==> src/rtl/dma_burst_engine.sv <==
module dma_burst_engine #(
  parameter int ADDR_W   = 32,
  parameter int SIZE_W   = 24,
  parameter int BURST_W  = 8,
  parameter int BUS_LOG2 = 3
) (
  input  logic               clk,
  input  logic               rst_n,
  input  logic               start,
  input  logic [ADDR_W-1:0]  src_addr,
  input  logic [ADDR_W-1:0]  dst_addr,
  input  logic [SIZE_W-1:0]  size_m1,
  input  logic [2:0]         rd_width,
  input  logic [2:0]         wr_width,
  input  logic               rd_inc,
  input  logic               wr_inc,
  input  logic [BURST_W-1:0] burst_m1,
  input  logic               dreq_en,
  input  logic               dreq,
  input  logic               bus_ack,
  output logic               busy,
  output logic               bus_req,
  output logic [ADDR_W-1:0]  req_rd_addr,
  output logic [ADDR_W-1:0]  req_wr_addr,
  output logic [BURST_W-1:0] req_len_m1,
  output logic [2:0]         req_rd_width,
  output logic [2:0]         req_wr_width,
  output logic [SIZE_W-1:0]  remain_m1,
  output logic               done
);
  localparam int BUS_BYTES = 1 << BUS_LOG2;
  localparam logic [BURST_W-1:0] BUS_M = BURST_W'(BUS_BYTES);

  logic               busy_q, done_q, rd_inc_q, wr_inc_q, gate_q;
  logic [ADDR_W-1:0]  rd_addr_q, wr_addr_q;
  logic [SIZE_W-1:0]  remain_q;
  logic [BURST_W-1:0] cap_q;
  logic [2:0]         rdw_q, wrw_q;

  logic               misaligned, shrink, last, xfer;
  logic [BURST_W-1:0] cap_load, len_m1;
  logic [ADDR_W-1:0]  step;

  assign misaligned = (|src_addr[BUS_LOG2-1:0]) || (|dst_addr[BUS_LOG2-1:0]);
  assign shrink     = misaligned && (burst_m1 >= BUS_M);
  assign cap_load   = shrink ? burst_m1 - BUS_M : burst_m1;

  assign last    = remain_q <= SIZE_W'(cap_q);
  assign len_m1  = last ? remain_q[BURST_W-1:0] : cap_q;
  assign step    = ADDR_W'(len_m1) + ADDR_W'(1);
  assign bus_req = busy_q && (!gate_q || dreq);
  assign xfer    = bus_req && bus_ack;

  always_ff @(posedge clk or negedge rst_n) begin
    if (!rst_n) begin
      busy_q    <= 1'b0;
      done_q    <= 1'b0;
      rd_inc_q  <= 1'b0;
      wr_inc_q  <= 1'b0;
      gate_q    <= 1'b0;
      rd_addr_q <= '0;
      wr_addr_q <= '0;
      remain_q  <= '1;
      cap_q     <= '0;
      rdw_q     <= '0;
      wrw_q     <= '0;
    end else begin
      done_q <= 1'b0;
      if (!busy_q && start) begin
        busy_q    <= 1'b1;
        rd_addr_q <= src_addr;
        wr_addr_q <= dst_addr;
        remain_q  <= size_m1;
        cap_q     <= cap_load;
        rd_inc_q  <= rd_inc;
        wr_inc_q  <= wr_inc;
        gate_q    <= dreq_en;
        rdw_q     <= rd_width;
        wrw_q     <= wr_width;
      end else if (xfer) begin
        remain_q <= remain_q - SIZE_W'(len_m1) - SIZE_W'(1);
        if (rd_inc_q) rd_addr_q <= rd_addr_q + step;
        if (wr_inc_q) wr_addr_q <= wr_addr_q + step;
        if (last) begin
          busy_q <= 1'b0;
          done_q <= 1'b1;
        end
      end
    end
  end

  assign busy         = busy_q;
  assign done         = done_q;
  assign req_rd_addr  = rd_addr_q;
  assign req_wr_addr  = wr_addr_q;
  assign req_len_m1   = len_m1;
  assign req_rd_width = rdw_q;
  assign req_wr_width = wrw_q;
  assign remain_m1    = remain_q;

  AST_IDLE_COUNT: assert property (@(posedge clk) disable iff (!rst_n)
    !busy |-> (remain_m1 == '1));
  AST_REQ_NEEDS_BUSY: assert property (@(posedge clk) disable iff (!rst_n)
    bus_req |-> busy);
  AST_GATE_HOLD: assert property (@(posedge clk) disable iff (!rst_n)
    (busy && gate_q && !dreq) |-> !bus_req);
  AST_STALL_HOLD: assert property (@(posedge clk) disable iff (!rst_n)
    (busy && !(bus_req && bus_ack)) |=> ($stable(remain_m1) && $stable(req_rd_addr) && $stable(req_wr_addr)));
  AST_FIXED_RD: assert property (@(posedge clk) disable iff (!rst_n)
    (busy && !rd_inc_q) |=> $stable(req_rd_addr));
  AST_LAST_DONE: assert property (@(posedge clk) disable iff (!rst_n)
    (bus_req && bus_ack && (remain_m1 == SIZE_W'(req_len_m1))) |=> (done && !busy));
  AST_DONE_PULSE: assert property (@(posedge clk) disable iff (!rst_n)
    done |=> !done);
  AST_WIDTH_HOLD: assert property (@(posedge clk) disable iff (!rst_n)
    (busy && $past(busy)) |-> ($stable(req_rd_width) && $stable(req_wr_width)));
endmodule

==> config.mk <==
export PLATFORM = sky130hd
export DESIGN_NAME = dma_burst_engine
export DESIGN_NICKNAME = d
export VERILOG_FILES = /design/src/rtl/dma_burst_engine.sv
export SDC_FILE = /design/constraint.sdc
export NUM_CORES = 1
export LEC_CHECK = 0
export BUFFER_PORTS_ARGS = -buffer_cell sky130_fd_sc_hd__buf_2
export CORE_ASPECT_RATIO = 1.75
export CORE_UTILIZATION = 53
export DETAILED_ROUTE_END_ITERATION = 8
export MAX_ROUTING_LAYER = met4
export PLACE_DENSITY_LB_ADDON = 0.15
export SETUP_SLACK_MARGIN = 0.1
export SLEW_MARGIN = 10
export SYNTH_ARGS = -nofsm -noshare
export SYNTH_HDL_FRONTEND = slang
export SYNTH_SLANG_ARGS = --single-unit
==> constraint.sdc <==
create_clock -name clk -period 5.4 [get_ports clk]
set_clock_uncertainty 0.2 [all_clocks]
set_input_delay 1.08 -clock clk [delete_from_list [all_inputs] [get_ports clk]]
set_output_delay 1.08 -clock clk [all_outputs]
set_load 0.05 [all_outputs]
==> results of run 1 <==
## cells by family after synthesis
group	after synthesis
and+or+nand+nor	338
AOI/OAI and AO/OA	228
DFF	107
xor gates and xnor gates	72
buffers and inverters	68
adders and majority gates	39
muxes	12
## metal layers
metal | up-vias | share of wire, % | routed length (um) | track usage (%)
li1 | 3487 | - | - | -
met1 | 3353 | 38 | 7920 | 32.2
met2 | 272 | 54 | 11300 | 56.1
met3 | 53 | 5.4 | 1120 | 4.35
met4 | 0 | 3.0 | 637 | 12.2
met5 | - | 0 | 0 | -
## power by group
group / internal, W / leakage [nW] / switching (W)
logic: 0.000794 / 2.60 / 0.00166
registers: 0.00110 / 1.27 / 0.000340
clock network: 0.000333 / 0.140 / 0.000316
## sequential cells by signal, indices dropped and copies added, names as in the netlist, 3 cells and up
signal,count
cap_q,8
req_wr_width,3
req_rd_addr,32
remain_m1,24
req_rd_width,3
req_wr_addr,32
## metrics by stage
stage | instance area [um2] | hold slack, ps | std cells | utilization, % | worst slack (ps)
final | 8920 | 277 | 1252 | 66.3 | 337
after global routing | 8920 | 299 | 1252 | 66.3 | 36.5
after CTS | 8850 | 281 | 1248 | 65.8 | 212
after detailed placement | 8570 | 258 | 1232 | 63.7 | 240
after global placement | 8570 | 257 | 1232 | 63.7 | 398
after floorplan | 7310 | 238 | 864 | - | 239
## worst register-to-register path, cell delays in order (launching register included)
cell and delay [ps]:
dfstp_2 380, or4_1 560, or3_1 380, nor4_2 160, buf_4 160, nand4b_1 250
mux2_4 420, ha_4 190, nand3_1 100, xnor2_1 120, nor2_1 70, a21oi_2 150
ha_2 330, and2_1 200, a2111o_1 430, a32oi_2 250, buf_2 230, nor3_1 80
xnor2_1 150, o21ai_0 80
## timing repair
action | in CTS | in global routing
setup buffers | 0 | 2
hold buffers | 0 | 0
resized for setup | 0 | 12
endpoints found under the setup margin | 0 | 36
## final cells by class
cell class	instances	area (um2)
fillers	1229	4530
multi-input cells	689	4360
flip-flops and latches	107	2710
repair buffers	234	1230
clock buffers	11	243
well taps	174	218
inverters	31	116
clock inverters	5	42.5
diodes	1	2.50
## cell usage in the layout (no fill, tap or decap), types with 31 or more instances in the layout
cell type  count
inv_1         31
o21ai_0       93
nor2_1        56
nand2_1      133
dfrtp_1       83
nand3_1       31
a21oi_1       46
buf_2        214
ha_1          34
xnor2_1       52
## how the worst min path moves through the flow
stage	end	slack, ps	cells past startpoint
2_1_floorplan	gate_q	240	2
3_3_place_gp	req_rd_width[0]	260	2
3_5_place_dp	req_rd_width[2]	260	2
4_1_cts	req_wr_width[0]	280	2
5_1_grt	req_rd_width[2]	300	2
6_report	gate_q	280	2
==> flow_results.xml, run 1 <==
<?xml version="1.0" encoding="UTF-8"?>
<metrics>
  <group name="global_routing">
    <metric name="grt_pass1_vias" unit="">7005</metric>
    <metric name="grtUsageTotal" unit="%">30.3</metric>
    <metric name="global_route_wire_length_before_repair" unit="um">33500</metric>
    <metric name="grt_max_degree" unit="">66</metric>
    <metric name="initial_antenna_violation_count" unit="">1</metric>
    <metric name="globalRoute.totalOverflow" unit="">0</metric>
  </group>
  <group name="power">
    <metric name="design_power_total" unit="W">0.00454</metric>
    <metric name="power_per_cell_area" unit="nW/um2">509</metric>
    <metric name="ir_drop" unit="mV">0.435</metric>
    <metric name="p_leak" unit="nW">4.01</metric>
  </group>
  <group name="yosys">
    <metric name="synth.lib_cells_used.distinct" unit="">67</metric>
    <metric name="synth_top_family_by_area" unit="">simple AND/OR/NAND/NOR gates</metric>
    <metric name="synthArstFlopShare" unit="%">100</metric>
    <metric name="portion_of_netlist_area_occupied_by_mux_cells" unit="%">1.78</metric>
    <metric name="synth_fa_ha_area_share" unit="%">6.98</metric>
    <metric name="post_synth_xor_area_fraction" unit="%">8.62</metric>
    <metric name="post-synth-top-count-cell" unit="">nand2_1</metric>
    <metric name="cell_count_after_synthesis" unit="">864</metric>
    <metric name="synth_top_area_share" unit="%">28.4</metric>
    <metric name="ys_warn_count" unit="">0</metric>
    <metric name="ys_dominant_reg_cell" unit="">dfrtp_1</metric>
    <metric name="syn_area" unit="um2">7310</metric>
    <metric name="synth_largest_area_cell" unit="">dfrtp_1</metric>
    <metric name="synth_simple_gate_area_share" unit="%">22.8</metric>
    <metric name="netlist_top_cells_area" unit="">dfrtp_1 28%, dfstp_2 8.6%, nand2_1 6.9%</metric>
    <metric name="yosysSeqAreaShare" unit="%">37.0</metric>
    <metric name="avgSynthCellArea" unit="um2">8.46</metric>
    <metric name="synth-compound-area-share" unit="%">18.7</metric>
    <metric name="ys_seq_elements" unit="">107</metric>
    <metric name="synth.cells.most_frequent" unit="">134 x nand2_1, 93 x o21ai_0, 83 x dfrtp_1</metric>
    <metric name="synth_fp_nets" unit="">1013</metric>
    <metric name="synth_edf_count" unit="">0</metric>
  </group>
  <group name="worst_setup_path">
    <metric name="cpLargestDelayFamily" unit="">simple AND/OR/NAND/NOR gates</metric>
    <metric name="highest_cell_delay_on_the_worst_timing_path" unit="ps">560</metric>
    <metric name="worstPathRequired" unit="ps">5400</metric>
    <metric name="cp-end-kind" unit="">register</metric>
    <metric name="worstSetupPathType" unit="">register to register</metric>
    <metric name="timing.critical_path.to" unit="">req_wr_addr[16]</metric>
    <metric name="reg2reg_to" unit="">req_wr_addr[16]</metric>
    <metric name="critical_path.most_common_cell" unit="">xnor2_1</metric>
    <metric name="worstPathCellList" unit="">or4_1 -&gt; or3_1 -&gt; nor4_2 -&gt; buf_4 -&gt; nand4b_1 -&gt; mux2_4 -&gt; ha_4 -&gt; nand3_1 -&gt; xnor2_1 -&gt; nor2_1 -&gt; a21oi_2 -&gt; ha_2 -&gt; and2_1 -&gt; a2111o_1 -&gt; a32oi_2 -&gt; buf_2 -&gt; nor3_1 -&gt; xnor2_1 -&gt; o21ai_0</metric>
    <metric name="crit_path_max_fanout" unit="">6</metric>
    <metric name="rr_startpoint" unit="">remain_m1[19]</metric>
    <metric name="worstSetupStartpoint" unit="">remain_m1[19]</metric>
    <metric name="worst-r2r-cell-count" unit="">19</metric>
    <metric name="regToRegSetupSlack" unit="ps">340</metric>
    <metric name="critPathBufInv" unit="">2</metric>
    <metric name="crit_path_start_kind" unit="">register</metric>
    <metric name="path_depth" unit="">19</metric>
    <metric name="cp.arrival" unit="ps">5060</metric>
    <metric name="crit_path_slowest_cell" unit="">or4_1</metric>
  </group>
  <group name="timing">
    <metric name="slew_headroom" unit="%">30.8</metric>
    <metric name="timing.final.hold_violations" unit="">0</metric>
    <metric name="worst_pin_slew" unit="ps">1030</metric>
    <metric name="final.setup.tns" unit="ps">0</metric>
    <metric name="rsz0062_at_grt" unit="">yes</metric>
    <metric name="setup_viol" unit="">0</metric>
    <metric name="drv_slew" unit="">0</metric>
    <metric name="achievable-frequency" unit="MHz">198</metric>
    <metric name="finalCriticalPeriod" unit="ps">5060</metric>
    <metric name="min_period_over_period" unit="%">93.8</metric>
  </group>
  <group name="routing">
    <metric name="via_count" unit="">7165</metric>
    <metric name="first_pass_iters" unit="">6</metric>
    <metric name="total_wirelength_of_the_detailed_routed_design" unit="um">21000</metric>
    <metric name="drtAntennaViolNets" unit="">0</metric>
    <metric name="drt-wirelength-per-cell" unit="um">16.8</metric>
    <metric name="route.detailed.vias_per_inst" unit="">5.72</metric>
    <metric name="remaining_drc_errors" unit="">0</metric>
    <metric name="initial_drc_count" unit="">309</metric>
  </group>
  <group name="worst_hold_path">
    <metric name="worst_hold_startpoint" unit="">gate_q</metric>
    <metric name="hp-class" unit="">register to register</metric>
  </group>
  <group name="run_status">
    <metric name="run_status" unit="">completed</metric>
  </group>
  <group name="cells_and_area">
    <metric name="final_layout_size_suffix_gt1_share" unit="%">28.3</metric>
    <metric name="finalNetCount" unit="">1221</metric>
    <metric name="area_growth_syn_to_layout" unit="%">22.0</metric>
  </group>
  <group name="clock_tree">
    <metric name="clkSinkCount" unit="">107</metric>
    <metric name="h-tree-depth" unit="">3</metric>
    <metric name="clockBufferDepth" unit="">2</metric>
    <metric name="cts_tree" unit="">yes</metric>
    <metric name="clockRootBuffer" unit="">clkbuf_16</metric>
    <metric name="source_to_sink_clock_delay_at_the_later_pin_of_the_worst_skew_pair" unit="ps">360</metric>
    <metric name="worst_setup_hold_path_clk_slew" unit="ps">70</metric>
    <metric name="numCtsBuffers" unit="">9</metric>
  </group>
  <group name="floorplan">
    <metric name="initial_utilization" unit="%">54.4</metric>
    <metric name="chipHeight" unit="um">157</metric>
    <metric name="fp.dieArea" unit="um2">14300</metric>
    <metric name="pin_count" unit="">215</metric>
    <metric name="chipWidth" unit="um">90.8</metric>
    <metric name="std_cell_rows" unit="">56</metric>
    <metric name="core-area" unit="um2">13500</metric>
  </group>
  <group name="placed_design">
    <metric name="count_of_input_and_output_buffers" unit="">214</metric>
    <metric name="globalplace.congestion" unit="">0.921</metric>
    <metric name="dp_hpwl" unit="um">15800</metric>
  </group>
  <group name="run">
    <metric name="drv.max_cap_violation_count" unit="">0</metric>
  </group>
</metrics>
Power figures use the tool's default switching activity.
==> run 2: changes to the inputs <==
- CELL_PAD_IN_SITES_DETAIL_PLACEMENT: unset -> 0
- CELL_PAD_IN_SITES_GLOBAL_PLACEMENT: unset -> 2
- CORE_UTILIZATION: 53 -> 30
==> flow_results.xml, run 2 (synthesized netlist as in run 1, its figures left out) <==
<?xml version="1.0" encoding="UTF-8"?>
<metrics>
  <group name="worst_setup_path">
    <metric name="crit_path_start_kind" unit="">register</metric>
    <metric name="rr_startpoint" unit="">remain_m1[19]</metric>
    <metric name="worstSetupPathType" unit="">register to register</metric>
    <metric name="crit_path_slowest_cell" unit="">or4_1</metric>
    <metric name="highest_cell_delay_on_the_worst_timing_path" unit="ps">580</metric>
    <metric name="cpLargestDelayFamily" unit="">simple AND/OR/NAND/NOR gates</metric>
    <metric name="worstPathRequired" unit="ps">5420</metric>
    <metric name="cp.arrival" unit="ps">5060</metric>
    <metric name="critPathBufInv" unit="">3</metric>
    <metric name="cp-end-kind" unit="">register</metric>
    <metric name="worst-r2r-cell-count" unit="">20</metric>
    <metric name="worstPathCellList" unit="">or4_1 -&gt; or3_1 -&gt; nor4_1 -&gt; buf_4 -&gt; nand4b_1 -&gt; buf_4 -&gt; a21o_1 -&gt; ha_1 -&gt; nand3_1 -&gt; xnor2_1 -&gt; nor2_1 -&gt; a21oi_2 -&gt; ha_1 -&gt; and2_1 -&gt; a2111o_1 -&gt; a32oi_1 -&gt; buf_4 -&gt; nor3_1 -&gt; xnor2_1 -&gt; o21ai_0</metric>
    <metric name="crit_path_max_fanout" unit="">12</metric>
    <metric name="regToRegSetupSlack" unit="ps">360</metric>
    <metric name="reg2reg_to" unit="">req_wr_addr[20]</metric>
    <metric name="critical_path.most_common_cell" unit="">buf_4</metric>
  </group>
  <group name="floorplan">
    <metric name="core-area" unit="um2">23900</metric>
    <metric name="initial_utilization" unit="%">30.6</metric>
    <metric name="chipHeight" unit="um">209</metric>
    <metric name="std_cell_rows" unit="">75</metric>
    <metric name="fp.dieArea" unit="um2">25000</metric>
    <metric name="pin_count" unit="">215</metric>
    <metric name="chipWidth" unit="um">120</metric>
  </group>
  <group name="routing">
    <metric name="first_pass_iters" unit="">4</metric>
    <metric name="via_count" unit="">7086</metric>
    <metric name="remaining_drc_errors" unit="">0</metric>
    <metric name="route.detailed.vias_per_inst" unit="">5.07</metric>
    <metric name="drt-wirelength-per-cell" unit="um">18.1</metric>
    <metric name="drtAntennaViolNets" unit="">0</metric>
    <metric name="initial_drc_count" unit="">162</metric>
    <metric name="total_wirelength_of_the_detailed_routed_design" unit="um">25300</metric>
  </group>
  <group name="clock_tree">
    <metric name="worst_setup_hold_path_clk_slew" unit="ps">80</metric>
    <metric name="h-tree-depth" unit="">3</metric>
    <metric name="source_to_sink_clock_delay_at_the_later_pin_of_the_worst_skew_pair" unit="ps">370</metric>
    <metric name="clockBufferDepth" unit="">2</metric>
    <metric name="holdBufCountCts" unit="">0</metric>
    <metric name="numCtsBuffers" unit="">9</metric>
    <metric name="clockRootBuffer" unit="">clkbuf_16</metric>
    <metric name="cts_tree" unit="">yes</metric>
    <metric name="clkSinkCount" unit="">107</metric>
  </group>
  <group name="worst_hold_path">
    <metric name="worst_hold_startpoint" unit="">gate_q</metric>
    <metric name="hp-class" unit="">register to register</metric>
    <metric name="worstHoldEndpoint" unit="">gate_q</metric>
    <metric name="worst_hold_path.num_cells" unit="">2</metric>
  </group>
  <group name="global_routing">
    <metric name="globalRoute.totalOverflow" unit="">0</metric>
    <metric name="grt_max_degree" unit="">47</metric>
    <metric name="grt_pass1_vias" unit="">7348</metric>
    <metric name="initial_antenna_violation_count" unit="">2</metric>
    <metric name="global_route_wire_length_before_repair" unit="um">39700</metric>
    <metric name="grtUsageTotal" unit="%">21.1</metric>
  </group>
  <group name="placed_design">
    <metric name="count_of_input_and_output_buffers" unit="">214</metric>
    <metric name="area_after_detailed_placement" unit="um2">8800</metric>
    <metric name="numPlacedInstances" unit="">1377</metric>
    <metric name="preCtsSetupSlack" unit="ps">278</metric>
    <metric name="dp_hpwl" unit="um">19700</metric>
    <metric name="globalplace.congestion" unit="">0.886</metric>
  </group>
  <group name="cells_and_area">
    <metric name="stdcell_area" unit="um2">9150</metric>
    <metric name="most_common_cell_after_layout_fill_and_taps_aside" unit="">buf_2</metric>
    <metric name="area_growth_syn_to_layout" unit="%">25.1</metric>
    <metric name="fin_util" unit="%">38.2</metric>
    <metric name="non_filler_instances" unit="">1398</metric>
    <metric name="finalNetCount" unit="">1232</metric>
    <metric name="most-common-layout-cells" unit="">213 x buf_2, 134 x nand2_1, 91 x o21ai_0</metric>
    <metric name="final_layout_size_suffix_gt1_share" unit="%">28.9</metric>
  </group>
  <group name="timing">
    <metric name="final.setup.tns" unit="ps">0</metric>
    <metric name="setup_viol" unit="">0</metric>
    <metric name="rsz0062_at_grt" unit="">yes</metric>
    <metric name="worst_pin_slew" unit="ps">828</metric>
    <metric name="timing.final.hold_violations" unit="">0</metric>
    <metric name="slew_headroom" unit="%">44.7</metric>
    <metric name="worst_setup_slack_final" unit="ps">358</metric>
    <metric name="finalCriticalPeriod" unit="ps">5040</metric>
    <metric name="achievable-frequency" unit="MHz">198</metric>
    <metric name="min_period_over_period" unit="%">93.4</metric>
    <metric name="drv_slew" unit="">0</metric>
  </group>
  <group name="power">
    <metric name="clock_power_share" unit="%">14.7</metric>
    <metric name="p_leak" unit="nW">4.06</metric>
    <metric name="power.net_switching" unit="W">0.00235</metric>
    <metric name="internal_power" unit="W">0.00226</metric>
    <metric name="power_frac_comb" unit="%">54.2</metric>
    <metric name="power.share.sequential" unit="%">31.1</metric>
    <metric name="power_switching_share" unit="%">51.0</metric>
    <metric name="power_per_cell_area" unit="nW/um2">504</metric>
    <metric name="ir_drop" unit="mV">0.202</metric>
  </group>
  <group name="run_status">
    <metric name="run_status" unit="">completed</metric>
  </group>
  <group name="run">
    <metric name="drv.max_cap_violation_count" unit="">0</metric>
  </group>
</metrics>
-- run 2: cell count changes in the layout (fill, tap and decap cells not counted), sizes merged --
cell,delta
inv,-2
clkinvlp,-1
buf,+11
diode,+1
clkinv,+3
-- run 2: worst max-delay path by stage --
| stage | slack, ps | depth (start not counted) | from | to |
|---|---|---|---|---|
| after floorplan | 240 | 20 | remain_m1[19] | req_wr_addr[16] |
| after global placement | 370 | 20 | remain_m1[19] | req_wr_addr[22] |
| final | 360 | 20 | remain_m1[19] | req_wr_addr[20] |
| after detailed placement | 280 | 20 | remain_m1[19] | req_wr_addr[20] |
| after global routing | 30 | 20 | remain_m1[19] | req_wr_addr[20] |
| after CTS | 260 | 20 | remain_m1[19] | req_wr_addr[26] |
-- run 2: what timing repair did --
action | in CTS | in global routing
gates resized for setup | 0 | 11
endpoints found under the hold margin | 0 | 0
buffers inserted | 0 | 3
endpoints found under the setup margin | 0 | 20
-- run 2: metrics by stage --
stage                     hold WS, ps  total power [W]
after floorplan                   238          0.00323
after global placement            252          0.00395
after detailed placement          259          0.00395
after CTS                         278          0.00466
after global routing              291          0.00494
final                             274          0.00461
-- run 2: worst reg2reg max path: stages (launching register included) --
cell and delay [ps]:
dfstp_2 380, or4_1 580, or3_1 370, nor4_1 210
buf_4 170, nand4b_1 180, buf_4 240, a21o_1 200
ha_1 270, nand3_1 120, xnor2_1 120, nor2_1 60
a21oi_2 150, ha_1 310, and2_1 210, a2111o_1 400
a32oi_1 180, buf_4 220, nor3_1 80, xnor2_1 160
o21ai_0 80
-- run 2: power groups by stage --
stage / Sequential, W / Clock [W] / Combinational (W)
3_5_place_dp: 0.00145 / 0 / 0.00249
3_3_place_gp: 0.00145 / 0 / 0.00250
4_1_cts: 0.00144 / 0.000711 / 0.00251
6_report: 0.00143 / 0.000679 / 0.00250
2_1_floorplan: 0.00212 / 0 / 0.00111
5_1_grt: 0.00148 / 0.000733 / 0.00272
-- run 2: final cells by class --
type / instances / area [um2]
inverters: 31 / 116
clock buffers: 11 / 254
flip-flops and latches: 107 / 2710
multi-input cells: 689 / 4340
diodes: 2 / 5.00
repair buffers: 245 / 1310
clock inverters: 5 / 32.5
well taps: 308 / 385
fillers: 2571 / 14800
-- run 2: layer usage --
layer / vias up / part of all wire [%] / GRT usage, %
met2: 184 / 55 / 39.4
met1: 3335 / 39 / 22.0
met3: 34 / 3.8 / 3.13
met4: 0 / 2.4 / 7.54
li1: 3533 / - / -
met5: - / 0 / -
==> run 3: changes to the inputs <==
- CAP_MARGIN: unset -> 15
- CORE_UTILIZATION: 30 -> 27
- clock period: 5.4 -> 4 ns (I/O delays scaled with it)
==> flow_results.xml, run 3 (synthesized netlist as in run 1, its figures left out) <==
<?xml version="1.0" encoding="UTF-8"?>
<metrics>
  <group name="clock_tree">
    <metric name="h-tree-depth" unit="">3</metric>
    <metric name="cts_tree" unit="">yes</metric>
    <metric name="clockBufferDepth" unit="">2</metric>
    <metric name="clockRootBuffer" unit="">clkbuf_16</metric>
    <metric name="worst_setup_hold_path_clk_slew" unit="ps">80</metric>
    <metric name="numCtsBuffers" unit="">9</metric>
    <metric name="source_to_sink_clock_delay_at_the_later_pin_of_the_worst_skew_pair" unit="ps">380</metric>
    <metric name="clkSinkCount" unit="">107</metric>
    <metric name="holdBufCountCts" unit="">0</metric>
  </group>
  <group name="timing">
    <metric name="rsz0062_at_grt" unit="">yes</metric>
    <metric name="min_period_over_period" unit="%">118</metric>
    <metric name="worst_setup_slack_final" unit="ps">-719</metric>
    <metric name="slew_headroom" unit="%">43.0</metric>
    <metric name="final.setup.tns" unit="ps">-35470</metric>
    <metric name="fin_hold_ws" unit="ps">260</metric>
    <metric name="drv_slew" unit="">0</metric>
    <metric name="worst_pin_slew" unit="ps">853</metric>
    <metric name="finalCriticalPeriod" unit="ps">4720</metric>
    <metric name="achievable-frequency" unit="MHz">212</metric>
    <metric name="timing.final.hold_violations" unit="">0</metric>
    <metric name="setup_viol" unit="">81</metric>
  </group>
  <group name="cells_and_area">
    <metric name="finalNetCount" unit="">1383</metric>
    <metric name="final-seq-area" unit="um2">2710</metric>
    <metric name="area_growth_syn_to_layout" unit="%">59.4</metric>
    <metric name="fillerInstances" unit="">2707</metric>
    <metric name="fin_util" unit="%">43.8</metric>
    <metric name="most-common-layout-cells" unit="">205 x buf_2, 144 x buf_4, 129 x nand2_1</metric>
    <metric name="multi_input_comb_area" unit="um2">5360</metric>
    <metric name="final_layout_size_suffix_gt1_share" unit="%">47.8</metric>
    <metric name="most_common_cell_after_layout_fill_and_taps_aside" unit="">buf_2</metric>
  </group>
  <group name="floorplan">
    <metric name="fp.dieArea" unit="um2">27800</metric>
    <metric name="initial_utilization" unit="%">27.5</metric>
    <metric name="pin_count" unit="">215</metric>
    <metric name="std_cell_rows" unit="">79</metric>
    <metric name="chipHeight" unit="um">220</metric>
    <metric name="core-area" unit="um2">26600</metric>
    <metric name="chipWidth" unit="um">126</metric>
  </group>
  <group name="global_routing">
    <metric name="initial_antenna_violation_count" unit="">1</metric>
    <metric name="grt_pass1_vias" unit="">7924</metric>
    <metric name="grt_max_degree" unit="">65</metric>
    <metric name="global_route_wire_length_before_repair" unit="um">43300</metric>
    <metric name="grtUsageTotal" unit="%">21.3</metric>
    <metric name="globalRoute.totalOverflow" unit="">0</metric>
  </group>
  <group name="placed_design">
    <metric name="count_of_input_and_output_buffers" unit="">214</metric>
    <metric name="preCtsSetupSlack" unit="ps">-817</metric>
    <metric name="globalplace.congestion" unit="">0.869</metric>
    <metric name="dp_hpwl" unit="um">21100</metric>
  </group>
  <group name="power">
    <metric name="ir_drop" unit="mV">0.334</metric>
    <metric name="p_leak" unit="nW">5.19</metric>
    <metric name="design_power_total" unit="W">0.00808</metric>
    <metric name="power_per_cell_area" unit="nW/um2">694</metric>
  </group>
  <group name="routing">
    <metric name="drtAntennaViolNets" unit="">0</metric>
    <metric name="remaining_drc_errors" unit="">0</metric>
    <metric name="via_count" unit="">7719</metric>
    <metric name="initial_drc_count" unit="">235</metric>
    <metric name="drt-wirelength-per-cell" unit="um">18.0</metric>
    <metric name="first_pass_iters" unit="">4</metric>
    <metric name="total_wirelength_of_the_detailed_routed_design" unit="um">28200</metric>
    <metric name="route.detailed.vias_per_inst" unit="">4.94</metric>
  </group>
  <group name="worst_setup_path">
    <metric name="worstSetupPathType" unit="">register to register</metric>
    <metric name="crit_path_start_kind" unit="">register</metric>
    <metric name="cp-end-kind" unit="">register</metric>
    <metric name="worstPathRequired" unit="ps">4050</metric>
    <metric name="crit_path_max_fanout" unit="">5</metric>
    <metric name="worst-r2r-cell-count" unit="">21</metric>
    <metric name="cp.arrival" unit="ps">4770</metric>
  </group>
  <group name="run_status">
    <metric name="violations_in_the_final_reports" unit="">negative setup slack</metric>
    <metric name="run_status" unit="">finished with violations</metric>
  </group>
  <group name="worst_hold_path">
    <metric name="hp-class" unit="">input port to asynchronous set/reset pin</metric>
  </group>
  <group name="run">
    <metric name="drv.max_cap_violation_count" unit="">0</metric>
  </group>
</metrics>
-- run 3: changes by cell type in the layout (fill, tap and decap cells not counted), sizes merged --
| cell | change |
|---|---|
| clkinv | -1 |
| buf | +150 |
| inv | -2 |
| diode | -1 |
| clkbuf | +3 |
| bufinv | +1 |
-- run 3: layout make-up --
class,instances,area share (%)
Inverter,31,1.02
Multi-Input combinational cell,689,46.0
Clock inverter,3,0.376
Antenna cell,1,0.0215
Clock buffer,13,2.33
Timing Repair Buffer,396,23.5
Tap cell,324,3.48
Sequential cell,107,23.2
-- run 3: final timing paths --
path	startpoint	slack (ps)	endpoint
worst max register to register	remain_m1[19]	-720	req_wr_addr[26]
worst min-delay path	rst_n	260	req_rd_addr[16]
max in group asynchronous	rst_n	2510	remain_m1[18]
min in group clk	gate_q	280	gate_q
worst min register to register	gate_q	280	gate_q
worst max-delay path	remain_m1[19]	-720	req_wr_addr[26]
-- run 3: layer usage --
metal	global-route usage, %	wire length (um)	vias up
met5	-	0	-
met4	9.80	891	0
met3	2.35	755	36
met2	40.3	15700	164
met1	21.7	10800	3698
li1	-	-	3821
-- run 3: power breakdown --
group | leakage (nW) | switching [W] | internal (W)
logic | 3.77 | 0.00305 | 0.00221
registers | 1.27 | 0.000346 | 0.00147
clock network | 0.155 | 0.000463 | 0.000543
total | 5.19 | 0.00385 | 0.00423
-- run 3: stage by stage --
stage	std cells	instance area, um2
after floorplan	864	7620
after global placement	1512	10100
after detailed placement	1512	10100
after CTS	1541	11100
after global routing	1564	11700
final	1564	11700
-- run 3: critical path, stage by stage (launching register included) --
cell      delay [ps]
dfstp_2          370
or4_4            530
or3_4            370
nor4_4           140
buf_4            160
nand4b_1         130
buf_6            160
mux2_4           310
ha_4             180
nand3_2           80
xnor2_2          100
nor2_1            60
a21oi_2          140
ha_1             280
and2_4           170
a2111o_1         410
a32oi_2          240
buf_4            160
buf_6            120
nor4_1            50
xnor2_1          130
o21ai_1           70
-- run 3: repair_timing --
| item | CTS | global route |
|---|---|---|
| resized for setup | 121 | 100 |
| cloned | 1 | 0 |
| setup buffers | 12 | 22 |
| endpoints found under the setup margin | 89 | 89 |
| pin swaps | 38 | 38 |
